## src/rtl/fsk_mod_pkg.sv

```systemverilog
package fsk_mod_pkg;

  typedef enum logic [1:0] {
    SEG_RISE = 2'd0,
    SEG_HIGH = 2'd1,
    SEG_FALL = 2'd2,
    SEG_LOW  = 2'd3
  } trap_seg_e;

  // round(2^acc_bits * f_tone / f_ref)
  function automatic logic [63:0] tone_step(input int unsigned acc_bits,
                                            input int unsigned f_tone,
                                            input int unsigned f_ref);
    logic [63:0] num;
    num = (64'd2 << acc_bits) * 64'(f_tone) + 64'(f_ref);
    return num / (64'd2 * 64'(f_ref));
  endfunction

endpackage

```

## src/rtl/fsk_tone_sel.sv

```systemverilog
module fsk_tone_sel #(
  parameter int unsigned PHASE_W    = 16,
  parameter int unsigned F_REF_HZ   = 460800,
  parameter int unsigned F_MARK_HZ  = 1200,
  parameter int unsigned F_SPACE_HZ = 2200
) (
  input  logic               bit_in,
  output logic [PHASE_W-1:0] step
);
  localparam logic [PHASE_W-1:0] STEP_MARK =
    PHASE_W'(fsk_mod_pkg::tone_step(PHASE_W, F_MARK_HZ, F_REF_HZ));
  localparam logic [PHASE_W-1:0] STEP_SPACE =
    PHASE_W'(fsk_mod_pkg::tone_step(PHASE_W, F_SPACE_HZ, F_REF_HZ));

  always_comb begin
    step = bit_in ? STEP_MARK : STEP_SPACE;
  end
endmodule

```

## src/rtl/fsk_phase_acc.sv

```systemverilog
module fsk_phase_acc #(
  parameter int unsigned PHASE_W = 16
) (
  input  logic               clk,
  input  logic               rst_n,
  input  logic               tick,
  input  logic               run,
  input  logic [PHASE_W-1:0] step,
  output logic [PHASE_W-1:0] phase,
  output logic [PHASE_W-1:0] phase_nxt
);
  always_comb begin
    phase_nxt = run ? phase + step : '0;
  end

  always_ff @(posedge clk or negedge rst_n) begin
    if (!rst_n)    phase <= '0;
    else if (tick) phase <= phase_nxt;
  end
endmodule

```

## src/rtl/fsk_trap_shaper.sv

```systemverilog
module fsk_trap_shaper #(
  parameter int unsigned PHASE_W  = 16,
  parameter int unsigned SAMPLE_W = 8
) (
  input  logic [PHASE_W-1:0]         phase,
  output logic signed [SAMPLE_W-1:0] level
);
  import fsk_mod_pkg::*;

  localparam int unsigned LVL_SHIFT = PHASE_W - 2 - SAMPLE_W;
  localparam logic [PHASE_W-1:0] EIGHTH = PHASE_W'(1) << (PHASE_W - 3);
  localparam logic signed [SAMPLE_W-1:0] PEAK_P = {1'b0, {(SAMPLE_W-1){1'b1}}};
  localparam logic signed [SAMPLE_W-1:0] PEAK_N = {1'b1, {(SAMPLE_W-2){1'b0}}, 1'b1};
  localparam logic signed [SAMPLE_W-1:0] MOST_N = {1'b1, {(SAMPLE_W-1){1'b0}}};

  logic [PHASE_W-1:0]         shifted;
  trap_seg_e                  seg;
  logic [SAMPLE_W-1:0]        lvl;
  logic signed [SAMPLE_W-1:0] rise, fall, raw;

  always_comb begin
    shifted = phase + EIGHTH;
    seg     = trap_seg_e'(shifted[PHASE_W-1 -: 2]);
    lvl     = SAMPLE_W'(shifted[PHASE_W-3:0] >> LVL_SHIFT);
    rise    = {~lvl[SAMPLE_W-1], lvl[SAMPLE_W-2:0]};
    fall    = ~rise;
    case (seg)
      SEG_RISE: raw = rise;
      SEG_HIGH: raw = PEAK_P;
      SEG_FALL: raw = fall;
      default:  raw = PEAK_N;
    endcase
    level = (raw == MOST_N) ? PEAK_N : raw;
  end
endmodule

```

## src/rtl/fsk_modulator.sv

```systemverilog
module fsk_modulator #(
  parameter int unsigned PHASE_W    = 16,
  parameter int unsigned SAMPLE_W   = 8,
  parameter int unsigned F_REF_HZ   = 460800,
  parameter int unsigned F_MARK_HZ  = 1200,
  parameter int unsigned F_SPACE_HZ = 2200
) (
  input  logic                       clk,
  input  logic                       rst_n,
  input  logic                       tick,
  input  logic                       txd,
  input  logic                       rts_n,
  output logic signed [SAMPLE_W-1:0] sample
);
  logic [PHASE_W-1:0]         step;
  logic [PHASE_W-1:0]         phase_q;
  logic [PHASE_W-1:0]         phase_nxt;
  logic signed [SAMPLE_W-1:0] shaped;

  fsk_tone_sel #(
    .PHASE_W(PHASE_W), .F_REF_HZ(F_REF_HZ),
    .F_MARK_HZ(F_MARK_HZ), .F_SPACE_HZ(F_SPACE_HZ)
  ) u_tone (
    .bit_in(txd),
    .step  (step)
  );

  fsk_phase_acc #(.PHASE_W(PHASE_W)) u_acc (
    .clk      (clk),
    .rst_n    (rst_n),
    .tick     (tick),
    .run      (!rts_n),
    .step     (step),
    .phase    (phase_q),
    .phase_nxt(phase_nxt)
  );

  fsk_trap_shaper #(.PHASE_W(PHASE_W), .SAMPLE_W(SAMPLE_W)) u_shape (
    .phase(phase_nxt),
    .level(shaped)
  );

  always_ff @(posedge clk or negedge rst_n) begin
    if (!rst_n)    sample <= '0;
    else if (tick) sample <= shaped;
  end
endmodule

```

## config.mk

```make
export PLATFORM = sky130hd
export DESIGN_NAME = fsk_modulator
export DESIGN_NICKNAME = d
export VERILOG_FILES = /design/src/rtl/fsk_mod_pkg.sv /design/src/rtl/fsk_tone_sel.sv /design/src/rtl/fsk_phase_acc.sv /design/src/rtl/fsk_trap_shaper.sv /design/src/rtl/fsk_modulator.sv
export SDC_FILE = /design/constraint.sdc
export NUM_CORES = 1
export LEC_CHECK = 0
export BUFFER_PORTS_ARGS = -buffer_cell sky130_fd_sc_hd__buf_4
export CORE_MARGIN = 2
export CORE_UTILIZATION = 40
export CTS_BUF_LIST = sky130_fd_sc_hd__clkbuf_4 sky130_fd_sc_hd__clkbuf_8
export CTS_CLUSTER_SIZE = 25
export DETAILED_ROUTE_END_ITERATION = 10
export PLACE_DENSITY = 0.55
export SYNTH_ARGS = -nofsm -noshare
export SYNTH_HDL_FRONTEND = slang
export SYNTH_SLANG_ARGS = --single-unit
```

## constraint.sdc

```tcl
create_clock -name clk -period 4 [get_ports clk]
set_input_delay 1.2 -clock clk [delete_from_list [all_inputs] [get_ports clk]]
set_output_delay 1.2 -clock clk [all_outputs]
set_load 0.005 [all_outputs]
```

==> PnR_summary.wiki, run 1 <==
{| class="wikitable"
! Metric !! Value
|-
| Std-Cell Rows || 23
|-
| Critical path's slowest cell || sky130_fd_sc_hd__ha_1
|-
| Distinct cell type count after synthesis || 44
|-
| CP Capture Type || register
|-
| Instance count of the mapped netlist || 180
|-
| Post-route standard cell area excluding fillers || 0.001854 mm^2
|-
| RD Place Congestion || 0.8316
|-
| Initial DRT Pass Iterations || 4
|-
| Portion of synthesized cell area occupied by the leading cell type || 0.3664
|-
| Initial antenna violation count || 0
|-
| Cell type with the highest aggregate area in the netlist || sky130_fd_sc_hd__dfrtp_1
|-
| Total cell area at the placement stage || 0.001783 mm^2
|-
| Chip Height || 68.02 um
|-
| Simple-gate portion of the synthesized area || 0.1947
|-
| Average vias per placed instance || approximately 5.6
|-
| Worst Path Arrival || 3.84 ns
|-
| Worst reg2reg startpoint || u_acc.phase[0]
|-
| Depth of the most critical reg-to-reg path || 11
|-
| Hold-fix buffer count after cts || 0
|-
| Die Footprint || 0.004626 mm^2
|-
| Hold path startpoint || sample[7]
|-
| Post-route clock skew || around 0.015 ns
|-
| Largest incremental delay on the critical path || 0.40 ns
|-
| Worst-path cell chain || buf_4 > inv_1 > ha_1 > a211oi_4 > o21ai_2 > o21ai_0 > xnor2_1 > nor2_1 > ha_1 > o21bai_1 > nand4b_1 > a221oi_1
|-
| All-Layer GR Usage || 0.1757
|-
| Hold-critical path depth || 1
|-
| CP dominant cell by count || sky130_fd_sc_hd__ha_1
|-
| Remaining antenna violation count || 0
|-
| NumNets Final || 203
|-
| Register bit count reported by yosys || 24
|-
| Pin slew with the least headroom to its limit || about 0.52 ns
|-
| Worst setup path category || in2reg
|-
| Number of buffers inserted during clock tree synthesis || 3
|-
| Met2 routed wirelength || 1873 um
|-
| Maximum clock path buffer count || 2
|-
| Clock Sinks || 24
|-
| Xor and xnor fraction of the mapped netlist area || 0.08626
|-
| Share of cells above drive strength 1 || 0.1832
|-
| Type of the tightest min-delay check || reg2reg
|-
| HPWL after detailed placement || 2742 um
|-
| Total Wirelength || 3778 um
|-
| Width of the chip || approximately 70 um
|-
| Status || finished, final reports clean
|-
| Routed wire length per instance || 15.68 um
|-
| Area Overhead vs Synth || 13.13%
|-
| Final period util || 0.9155
|-
| Adder-cell area share of the yosys netlist || 0.05038
|-
| Min-Delay Endpoint || sample[7]
|-
| Reg clk slew, reported paths || 0.10 ns
|-
| Dominant combinational cell family by area after synthesis || simple AND/OR/NAND/NOR gates
|-
| Async set-reset flop share out of synthesis || 1.000
|-
| Timing-limited maximum frequency || between 200 and 300 MHz
|-
| Post-synthesis average cell area || 9.106 um^2
|-
| I/O Buffers || 12
|-
| Pwr/cell area || about 470 mW/mm^2
|-
| Total overflow reported by the global router || 0
|-
| H-tree Lvls || 1
|-
| Library cell with the highest instance count after synthesis || sky130_fd_sc_hd__nor2_1
|-
| Multiplexer share of the synthesized area || 0.07023
|-
| Maximum number of pins on one net before global-route repair || 38
|-
| Yosys synthesis warning count || 0
|-
| Final critical path time including I/O delays and setup || 3.662 ns
|-
| Post-CTS Resized || 0
|-
| Most used flip-flop cell after synthesis || sky130_fd_sc_hd__dfrtp_1
|-
| FF-to-FF setup slack || 1.00 ns
|-
| Count of flip-flops with a built-in enable after synthesis || 0
|-
| Slew headroom || 0.6562
|-
| Maximum vdd drop || between 0.3 and 0.4 mV
|-
| Element type at the critical path start || input pin
|-
| Total count of max-transition violations in the final report || 0
|-
| Area fraction in compound gates after synthesis || 0.1924
|-
| P_leak || 0.7831 nW
|-
| Required time at the endpoint of the critical path || between 4 and 5 ns
|-
| CTS tree || yes
|-
| Initial core utilization || 0.4127
|-
| Commonest cells in the netlist || 25 x sky130_fd_sc_hd__nor2_1, 24 x sky130_fd_sc_hd__dfrtp_1, 14 x sky130_fd_sc_hd__a21oi_1
|-
| Count of pins on the block boundary || 13
|-
| Setup TNS || 0 ns
|-
| Ant. Diodes || 0
|-
| Max-capacitance violation count || 0
|-
| Wire length on met3 || 101 um
|-
| Number of vias in the routed layout || 1345
|-
| Wire length the detailed router placed on met1 || 1766 um
|-
| Syn_nets || 191
|-
| First-pass GRT wire length || 6113 um
|-
| Post-CTS Setup Repair Bufs || 0
|-
| Final-report hold violation count || 0
|-
| Number of setup violations in the final report || 0
|-
| Top layer in use || met4
|-
| Cell area after technology mapping || 0.001639 mm^2
|-
| Crit-path max FO || 7
|-
| RSZ-0062 raised after global routing || no
|-
| Hold slack final || 0.5235 ns
|-
| DRT iter0 DRCs || 74
|-
| Worst R2R End || sample[7]
|-
| Root Buffer || sky130_fd_sc_hd__clkbuf_8
|-
| DRC || 0
|-
| Leading post-synthesis cells by cell area || sky130_fd_sc_hd__dfrtp_1 37%, sky130_fd_sc_hd__nor2_1 5.7%, sky130_fd_sc_hd__mux2_2 5.5%
|-
| Post-synthesis sequential area ratio || 0.3664
|-
| Number of global-route vias before repair || 1273
|-
| Total core area || 0.003971 mm^2
|-
| Worst skew pair latency || 0.27 ns
|}
==> state kept, by name, summed over array words and instances (netlist names) <==
register and flops:
sample 8, u_acc.phase 16
==> power by group <==
part           total [mW]  internal (mW)  switching, mW
combinational       0.320          0.140          0.181
clock               0.215          0.134         0.0811
sequential          0.332          0.286         0.0459
==> worst max-delay path, delay by kind of cell <==
family | cells | cell delay, ns
xor+xnor | 1 | 0.18
buf+inv | 2 | 0.17
simple gates | 2 | 0.28
compound gates | 5 | 1.21
fa+ha+maj | 2 | 0.79
==> cell usage in the layout (no fill, tap or decap), types with 3 or more instances in the layout <==
cell,instances
sky130_fd_sc_hd__mux2_2,8
sky130_fd_sc_hd__a21o_1,3
sky130_fd_sc_hd__nor2_1,25
sky130_fd_sc_hd__nor3_1,4
sky130_fd_sc_hd__nor2b_1,3
sky130_fd_sc_hd__nand3_1,5
sky130_fd_sc_hd__ha_1,5
sky130_fd_sc_hd__o21ai_0,12
sky130_fd_sc_hd__dfrtp_1,24
sky130_fd_sc_hd__a21oi_1,14
sky130_fd_sc_hd__nand4_1,3
sky130_fd_sc_hd__xor2_1,5
sky130_fd_sc_hd__inv_1,9
sky130_fd_sc_hd__nand2_1,12
sky130_fd_sc_hd__xnor2_1,8
sky130_fd_sc_hd__buf_4,15
sky130_fd_sc_hd__clkbuf_8,3
==> metrics by stage <==
step / instances / setup slack, ns / power, mW / utilization
after floorplan: 180 / 0.2862 / 0.5554 / -
after global placement: 237 / 0.1355 / 0.6432 / 0.4490
after detailed placement: 237 / 0.07968 / 0.6543 / 0.4490
after CTS: 241 / 0.3585 / 0.8723 / 0.4669
after global routing: 241 / 0.1255 / 0.9241 / 0.4669
final: 241 / 0.3380 / 0.8672 / 0.4669
==> layer usage <==
metal  vias up  track usage
met5         -            0
li1        665            -
met1       661       0.2271
met2        15       0.2998
met3         4      0.04112
met4         0      0.03500
==> how the worst max path moves through the flow <==
stage	startpoint	slack (ns)	endpoint	depth (start not counted)
2_1_floorplan	txd	0.29	sample[0]	12
3_3_place_gp	txd	0.14	sample[7]	12
3_5_place_dp	txd	0.08	sample[0]	12
4_1_cts	txd	0.36	sample[0]	12
5_1_grt	txd	0.13	sample[0]	12
6_report	txd	0.34	sample[0]	12
==> cell families after synthesis <==
group                    count (synthesis)
flip-flops                              24
multiplexers                            10
AND/OR/NAND/NOR                         64
XOR/XNOR                                14
buffers and inverters                   17
AO/OA/AOI/OAI                           45
adder cells (fa/ha/maj)                  6
==> layout make-up <==
cell class | count | area, um^2
clock buffers | 3 | 41.29
inverters | 9 | 33.78
flip-flops and latches | 24 | 600.6
multi-input cells | 139 | 973.4
fillers | 380 | 2117
well taps | 50 | 62.56
clock inverters | 1 | 30.03
repair buffers | 15 | 112.6
Power figures use the tool's default switching activity.
==> run 2: changes to the inputs <==
--- a/config.mk
+++ b/config.mk
@@ -6,12 +6,14 @@
 export NUM_CORES = 1
 export LEC_CHECK = 0
 export BUFFER_PORTS_ARGS = -buffer_cell sky130_fd_sc_hd__buf_4
+export CELL_PAD_IN_SITES_DETAIL_PLACEMENT = 1
+export CELL_PAD_IN_SITES_GLOBAL_PLACEMENT = 2
 export CORE_MARGIN = 2
-export CORE_UTILIZATION = 40
+export CORE_UTILIZATION = 39
 export CTS_BUF_LIST = sky130_fd_sc_hd__clkbuf_4 sky130_fd_sc_hd__clkbuf_8
 export CTS_CLUSTER_SIZE = 25
 export DETAILED_ROUTE_END_ITERATION = 10
-export PLACE_DENSITY = 0.55
+export PLACE_DENSITY = 0.8
 export SYNTH_ARGS = -nofsm -noshare
 export SYNTH_HDL_FRONTEND = slang
 export SYNTH_SLANG_ARGS = --single-unit
==> PnR_summary.wiki, run 2 (synthesis gave the netlist of run 1 again) <==
{| class="wikitable"
! Metric !! Value
|-
| Final-report hold violation count || 0 (unchanged)
|-
| Initial DRT Pass Iterations || 4 (unchanged)
|-
| Worst reg2reg startpoint || u_acc.phase[4] (was u_acc.phase[0])
|-
| Hold-critical path depth || 1 (unchanged)
|-
| RSZ-0062 raised after global routing || no (unchanged)
|-
| Maximum clock path buffer count || 2 (unchanged)
|-
| CP Capture Type || register (unchanged)
|-
| RD Place Congestion || 0.8453 (was 0.8316)
|-
| Finished Layout Cells || 240 (was 241)
|-
| Post-route clock skew || 0.005376 ns (was 0.01500 ns)
|-
| Count of pins on the block boundary || 13 (unchanged)
|-
| Max-capacitance violation count || 0 (unchanged)
|-
| Commonest cells after routing, fill and taps aside || 25 x sky130_fd_sc_hd__nor2_1, 24 x sky130_fd_sc_hd__dfrtp_1, 14 x sky130_fd_sc_hd__buf_4 (was 25 x sky130_fd_sc_hd__nor2_1, 24 x sky130_fd_sc_hd__dfrtp_1, 15 x sky130_fd_sc_hd__buf_4)
|-
| Leading cell type in the layout, fill and taps excluded || sky130_fd_sc_hd__nor2_1 (unchanged)
|-
| Maximum vdd drop || 0.1763 mV (was 0.3981 mV)
|-
| Buffering stage count on the worst path with inverters included || 2 (unchanged)
|-
| Status || finished, final reports clean (unchanged)
|-
| Clock Sinks || 24 (unchanged)
|-
| Remaining antenna violation count || 0 (unchanged)
|-
| Largest register by flop count || u_acc.phase (unchanged)
|-
| Worst skew pair latency || 0.26 ns (was 0.27 ns)
|-
| Timing-limited maximum frequency || 271.8 MHz (was 273.1 MHz)
|-
| Initial core utilization || 0.4068 (was 0.4127)
|-
| Worst setup path category || in2reg (unchanged)
|-
| Final period util || 0.9197 (was 0.9155)
|-
| Slew headroom || 0.6559 (was 0.6562)
|-
| Reg clk slew, reported paths || 0.09 ns (was 0.10 ns)
|-
| Largest incremental delay on the critical path || 0.41 ns (was 0.40 ns)
|-
| Max FFs per register || 16 (unchanged)
|-
| Critical path's slowest cell || sky130_fd_sc_hd__ha_1 (unchanged)
|-
| NumNets Final || 202 (was 203)
|-
| Number of setup violations in the final report || 0 (unchanged)
|-
| Worst-path cell chain || buf_4 > inv_1 > ha_1 > a211oi_4 > o21ai_2 > o21ai_0 > xnor2_1 > nor2_1 > ha_2 > o21bai_1 > nand4b_1 > a221oi_1 (was buf_4 > inv_1 > ha_1 > a211oi_4 > o21ai_2 > o21ai_0 > xnor2_1 > nor2_1 > ha_1 > o21bai_1 > nand4b_1 > a221oi_1)
|-
| Std-Cell Rows || 23 (unchanged)
|-
| Initial antenna violation count || 0 (unchanged)
|-
| Maximum number of pins on one net before global-route repair || 38 (unchanged)
|-
| HPWL after detailed placement || 3039 um (was 2742 um)
|-
| Path length in cells of the critical path || 12 (unchanged)
|-
| CTS tree || yes (unchanged)
|-
| Number of vias in the routed layout || 1364 (was 1345)
|-
| Die Footprint || 0.004738 mm^2 (was 0.004626 mm^2)
|-
| Total Wirelength || 4027 um (was 3778 um)
|-
| Crit path launch || txd (unchanged)
|-
| Total count of max-transition violations in the final report || 0 (unchanged)
|-
| Final critical path time including I/O delays and setup || 3.679 ns (was 3.662 ns)
|-
| Pwr/cell area || 469.6 mW/mm^2 (was 467.7 mW/mm^2)
|-
| Total overflow reported by the global router || 0 (unchanged)
|-
| Total core area || 0.004029 mm^2 (was 0.003971 mm^2)
|-
| Ant. Diodes || 0 (unchanged)
|-
| FF-to-FF setup slack || 1.05 ns (was 1.00 ns)
|-
| Width of the chip || 68.83 um (was 68.02 um)
|-
| Area Overhead vs Synth || 13.05% (was 13.13%)
|-
| Chip Height || 68.83 um (was 68.02 um)
|-
| Average vias per placed instance || 5.683 (was 5.581)
|-
| Number of global-route vias before repair || 1348 (was 1273)
|-
| Hold path startpoint || u_acc.phase[7] (was sample[7])
|-
| H-tree Lvls || 1 (unchanged)
|-
| Required time at the endpoint of the critical path || 4.17 ns (was 4.18 ns)
|-
| Routed wire length per instance || 16.78 um (was 15.68 um)
|-
| Post-route standard cell area excluding fillers || 0.001853 mm^2 (was 0.001854 mm^2)
|-
| DRT iter0 DRCs || 77 (was 74)
|-
| Kind of cell with the highest combined delay on the critical path || compound AO/OA/AOI/OAI gates (unchanged)
|-
| P_leak || 0.7752 nW (was 0.7831 nW)
|-
| Worst Path Arrival || 3.85 ns (was 3.84 ns)
|-
| Number of instances in the placed design || 236 (was 237)
|-
| Post-CTS Setup Repair Bufs || 0 (unchanged)
|-
| Crit-path max FO || 10 (was 7)
|-
| I/O Buffers || 12 (unchanged)
|-
| Depth of the most critical reg-to-reg path || 10 (was 11)
|-
| DRC || 0 (unchanged)
|-
| Element type at the critical path start || input pin (unchanged)
|-
| Pin slew with the least headroom to its limit || 0.5122 ns (was 0.5157 ns)
|-
| Number of buffers inserted during clock tree synthesis || 3 (unchanged)
|-
| Registers with the highest flip-flop counts || u_acc.phase: 16 flops, sample: 8 flops (unchanged)
|-
| First-pass GRT wire length || 6755 um (was 6113 um)
|-
| Root Buffer || sky130_fd_sc_hd__clkbuf_8 (unchanged)
|-
| Type of the tightest min-delay check || reg2reg (unchanged)
|-
| All-Layer GR Usage || 0.1919 (was 0.1757)
|-
| Setup TNS || 0 ns (unchanged)
|-
| Total cell area at the placement stage || 0.001775 mm^2 (was 0.001783 mm^2)
|-
| Share of cells above drive strength 1 || 0.1895 (was 0.1832)
|}
[run 2: changes by cell type in the layout (fill, tap and decap cells not counted)]
cell / change
sky130_fd_sc_hd__ha_2: +1
sky130_fd_sc_hd__ha_1: -1
sky130_fd_sc_hd__buf_4: -1
sky130_fd_sc_hd__a21oi_2: +1
sky130_fd_sc_hd__a21oi_1: -1
[run 2: report_power, final]
group,switching [mW],internal [mW]
Clock,0.0791,0.134
Combinational,0.185,0.141
Sequential,0.0450,0.286
[run 2: routing by layer]
metal / global-route usage / wire length, um / part of all wire
met4: 0.03676 / 25 / 0.0062
met3: 0.02435 / 92 / 0.023
met5: 0 / 0 / 0
met2: 0.3137 / 1955 / 0.49
met1: 0.2736 / 1954 / 0.49
[run 2: repair_timing]
action	4_1_cts	5_1_grt
hold buffers	0	0
gates resized for setup	0	2
endpoints found under the setup margin	0	1
endpoints found under the hold margin	0	0
[run 2: cell type report]
class | instances | area (um^2)
fillers | 490 | 2176
inverters | 9 | 33.78
clock inverters | 1 | 30.03
multi-input cells | 139 | 979.7
well taps | 50 | 62.56
clock buffers | 3 | 41.29
repair buffers | 14 | 105.1
flip-flops and latches | 24 | 600.6
[run 2: final timing paths]
check                                 end
max                             sample[0]
min                        u_acc.phase[7]
max reg2reg                     sample[0]
min reg2reg                u_acc.phase[7]
max in group asynchronous  u_acc.phase[9]
min in group asynchronous  u_acc.phase[1]
[run 2: per-stage QoR]
step,util,hold WS [ns],setup WS (ns),power [mW]
final,0.4599,0.5365,0.3212,0.8703
after floorplan,-,0.4718,0.2862,0.5554
after global placement,0.4407,0.4936,0.01728,0.6457
after global routing,0.4599,0.5534,0.05573,0.9426
after CTS,0.4584,0.5378,0.2701,0.8791
after detailed placement,0.4407,0.5120,-0.04491,0.6594
==> run 3: changes to the inputs <==
--- a/config.mk
+++ b/config.mk
@@ -5,15 +5,15 @@
 export SDC_FILE = /design/constraint.sdc
 export NUM_CORES = 1
 export LEC_CHECK = 0
-export BUFFER_PORTS_ARGS = -buffer_cell sky130_fd_sc_hd__buf_4
 export CELL_PAD_IN_SITES_DETAIL_PLACEMENT = 1
 export CELL_PAD_IN_SITES_GLOBAL_PLACEMENT = 2
 export CORE_MARGIN = 2
-export CORE_UTILIZATION = 39
+export CORE_UTILIZATION = 40
 export CTS_BUF_LIST = sky130_fd_sc_hd__clkbuf_4 sky130_fd_sc_hd__clkbuf_8
 export CTS_CLUSTER_SIZE = 25
 export DETAILED_ROUTE_END_ITERATION = 10
-export PLACE_DENSITY = 0.8
+export DONT_BUFFER_PORTS = 1
+export PLACE_DENSITY = 0.77
 export SYNTH_ARGS = -nofsm -noshare
 export SYNTH_HDL_FRONTEND = slang
 export SYNTH_SLANG_ARGS = --single-unit
==> PnR_summary.wiki, run 3 (synthesis gave the netlist of run 1 again) <==
{| class="wikitable"
! Metric !! Value
|-
| Area Overhead vs Synth || 6.718% (was 13.05%)
|-
| P_leak || 0.7142 nW (was 0.7752 nW)
|-
| Pwr/cell area || 479.9 mW/mm^2 (was 469.6 mW/mm^2)
|-
| Leading cell type in the layout, fill and taps excluded || sky130_fd_sc_hd__nor2_1 (unchanged)
|-
| CP Capture Type || register (unchanged)
|-
| Status || finished, final reports clean (unchanged)
|-
| Total core area || 0.003971 mm^2 (was 0.004029 mm^2)
|-
| Met2 usage || 0.3459 (was 0.3137)
|-
| Number of global-route vias before repair || 1406 (was 1348)
|-
| Total count of max-transition violations in the final report || 0 (unchanged)
|-
| HPWL after detailed placement || 2968 um (was 3039 um)
|-
| Switching power as a share of total power || 0.3549 (was 0.3555)
|-
| Number of buffers inserted during clock tree synthesis || 3 (unchanged)
|-
| Width of the chip || 68.02 um (was 68.83 um)
|-
| Element type at the critical path start || input pin (unchanged)
|-
| Post-route clock skew || 0.002866 ns (was 0.005376 ns)
|-
| Final WS setup || 0.3082 ns (was 0.3212 ns)
|-
| Setup TNS || 0 ns (unchanged)
|-
| CTS tree || yes (unchanged)
|-
| Average vias per placed instance || 5.841 (was 5.683)
|-
| Required time at the endpoint of the critical path || 4.17 ns (about the same)
|-
| Global route hottest layer || met2 (unchanged)
|-
| Initial DRT Pass Iterations || 4 (unchanged)
|-
| Worst Path Arrival || 3.87 ns (was 3.85 ns)
|-
| Kind of cell with the highest combined delay on the critical path || compound AO/OA/AOI/OAI gates (unchanged)
|-
| Count of filler cells inserted in the layout || 468 (was 490)
|-
| Clock Sinks || 24 (unchanged)
|-
| First-pass GRT wire length || 6727 um (was 6755 um)
|-
| Crit-path max FO || 10 (unchanged)
|-
| Std-Cell Rows || 23 (unchanged)
|-
| Initial antenna violation count || 0 (unchanged)
|-
| DRC || 0 (unchanged)
|-
| Registers with the highest flip-flop counts || u_acc.phase: 16 flops, sample: 8 flops (unchanged)
|-
| Final period util || 0.9230 (was 0.9197)
|-
| Final critical path time including I/O delays and setup || 3.692 ns (was 3.679 ns)
|-
| Largest incremental delay on the critical path || 0.51 ns (was 0.41 ns)
|-
| Fraction of power consumed by the clock network || 0.262 (was 0.245)
|-
| Reg clk slew, reported paths || 0.10 ns (was 0.09 ns)
|-
| M3 GR Usage || 0.02632 (was 0.02435)
|-
| RSZ-0062 raised after global routing || no (unchanged)
|-
| Internal power || 0.5416 mW (was 0.5609 mW)
|-
| Initial core utilization || 0.4127 (was 0.4068)
|-
| Worst slack after detailed placement || 0.02004 ns (was -0.04491 ns)
|-
| Post-CTS Resized || 0 (unchanged)
|-
| Ant. Diodes || 0 (unchanged)
|-
| Total Power Consumption || 0.8395 mW (was 0.8703 mW)
|-
| Final-report hold violation count || 0 (unchanged)
|-
| Met1 Resource Use GR || 0.2385 (was 0.2736)
|-
| Number of setup violations in the final report || 0 (unchanged)
|-
| Max-capacitance violation count || 0 (unchanged)
|-
| Critical path's slowest cell || sky130_fd_sc_hd__a21oi_1 (was sky130_fd_sc_hd__ha_1)
|-
| NumNets Final || 189 (was 202)
|-
| RD Place Congestion || 0.8621 (was 0.8453)
|-
| DRT iter0 DRCs || 57 (was 77)
|-
| Maximum number of pins on one net before global-route repair || 38 (unchanged)
|-
| Logic gate share of total power || 0.341 (was 0.375)
|-
| Post-CTS Setup Repair Bufs || 0 (unchanged)
|-
| Timing-limited maximum frequency || 270.9 MHz (was 271.8 MHz)
|-
| Die Footprint || 0.004626 mm^2 (was 0.004738 mm^2)
|-
| I/O Buffers || 0 (was 12)
|-
| Slew headroom || 0.6230 (was 0.6559)
|-
| Seq pwr share || 0.396 (was 0.380)
|-
| Total Wirelength || 4030 um (was 4027 um)
|-
| Buffering stage count on the worst path with inverters included || 1 (was 2)
|-
| Routed wire length per instance || 17.75 um (was 16.78 um)
|-
| Core Util, Final || 0.4405 (was 0.4599)
|-
| Root Buffer || sky130_fd_sc_hd__clkbuf_8 (unchanged)
|-
| Worst skew pair latency || 0.27 ns (was 0.26 ns)
|-
| Type of the tightest min-delay check || reg2reg (unchanged)
|-
| Maximum vdd drop || 0.1620 mV (was 0.1763 mV)
|-
| Maximum clock path buffer count || 2 (unchanged)
|-
| Share of cells above drive strength 1 || 0.1186 (was 0.1895)
|-
| Chip Height || 68.02 um (was 68.83 um)
|-
| Largest register by flop count || u_acc.phase (unchanged)
|-
| Total overflow reported by the global router || 0 (unchanged)
|-
| Max FFs per register || 16 (unchanged)
|-
| Hold-fix buffer count after cts || 0 (unchanged)
|-
| Remaining antenna violation count || 0 (unchanged)
|-
| Count of pins on the block boundary || 13 (unchanged)
|-
| Worst setup path category || in2reg (unchanged)
|-
| Commonest cells after routing, fill and taps aside || 25 x sky130_fd_sc_hd__nor2_1, 24 x sky130_fd_sc_hd__dfrtp_1, 14 x sky130_fd_sc_hd__a21oi_1 (was 25 x sky130_fd_sc_hd__nor2_1, 24 x sky130_fd_sc_hd__dfrtp_1, 14 x sky130_fd_sc_hd__buf_4)
|-
| Power spent charging and discharging nets || 0.2979 mW (was 0.3094 mW)
|-
| Pin slew with the least headroom to its limit || 0.5655 ns (was 0.5122 ns)
|-
| All-Layer GR Usage || 0.1911 (was 0.1919)
|-
| H-tree Lvls || 1 (unchanged)
|-
| Number of vias in the routed layout || 1326 (was 1364)
|-
| Hold slack final || 0.5299 ns (was 0.5365 ns)
|-
| Worst-path cell chain || inv_1 > ha_1 > a21oi_1 > a21oi_1 > o21ai_0 > xnor2_1 > nor2_1 > ha_1 > o21bai_1 > nand4b_1 > a221oi_1 (was buf_4 > inv_1 > ha_1 > a211oi_4 > o21ai_2 > o21ai_0 > xnor2_1 > nor2_1 > ha_2 > o21bai_1 > nand4b_1 > a221oi_1)
|}
run 3: changes by cell type in the layout (fill, tap and decap cells not counted), sizes merged:
cell | before | now
buf | 14 | 1
run 3: path summary, 6_finish.rpt:
check | startpoint | to | slack, ns | depth (start not counted)
min in group asynchronous | rst_n | sample[6] | 0.61 | 0
max reg2reg | u_acc.phase[8] | sample[0] | 0.92 | 10
max in group asynchronous | rst_n | u_acc.phase[13] | 3.32 | 0
min | u_acc.phase[15] | u_acc.phase[15] | 0.53 | 1
max | txd | sample[0] | 0.31 | 11
min reg2reg | u_acc.phase[15] | u_acc.phase[15] | 0.53 | 1
run 3: metal layers:
layer	wire length [um]	vias up
met5	0	-
met4	51	0
met3	73	4
met2	2034	13
met1	1871	679
li1	-	630
run 3: power groups by stage:
stage	clock (mW)	combinational (mW)	sequential, mW
final	0.220	0.287	0.333
after global routing	0.234	0.323	0.341
after CTS	0.225	0.287	0.333
after detailed placement	0	0.283	0.338
after global placement	0	0.276	0.336
after floorplan	0	0.238	0.318
run 3: final cells by class:
class | count | area (um^2) | area share
multi-input combinational | 139 | 973.4 | 0.5565
sequential | 24 | 600.6 | 0.3433
timing repair buffer | 1 | 7.507 | 0.004292
tap | 50 | 62.56 | 0.03577
inverter | 9 | 33.78 | 0.01931
clock buffer | 3 | 41.29 | 0.02361
clock inverter | 1 | 30.03 | 0.01717
run 3: metrics by stage:
step	cells	cell area [um^2]
global route	227	1749
global placement	223	1678
floorplan	180	1639
finish	227	1749
CTS	227	1749
detailed placement	223	1678
run 3: worst register-to-register path, cell delays in order (launching register included):
cell and delay [ns]:
sky130_fd_sc_hd__dfrtp_1 0.40, sky130_fd_sc_hd__ha_1 0.35, sky130_fd_sc_hd__a21oi_1 0.51, sky130_fd_sc_hd__a21oi_1 0.14, sky130_fd_sc_hd__o21ai_0 0.13, sky130_fd_sc_hd__xnor2_1 0.23, sky130_fd_sc_hd__nor2_1 0.10, sky130_fd_sc_hd__ha_1 0.43
sky130_fd_sc_hd__o21bai_1 0.24, sky130_fd_sc_hd__nand4b_1 0.20, sky130_fd_sc_hd__a221oi_1 0.27
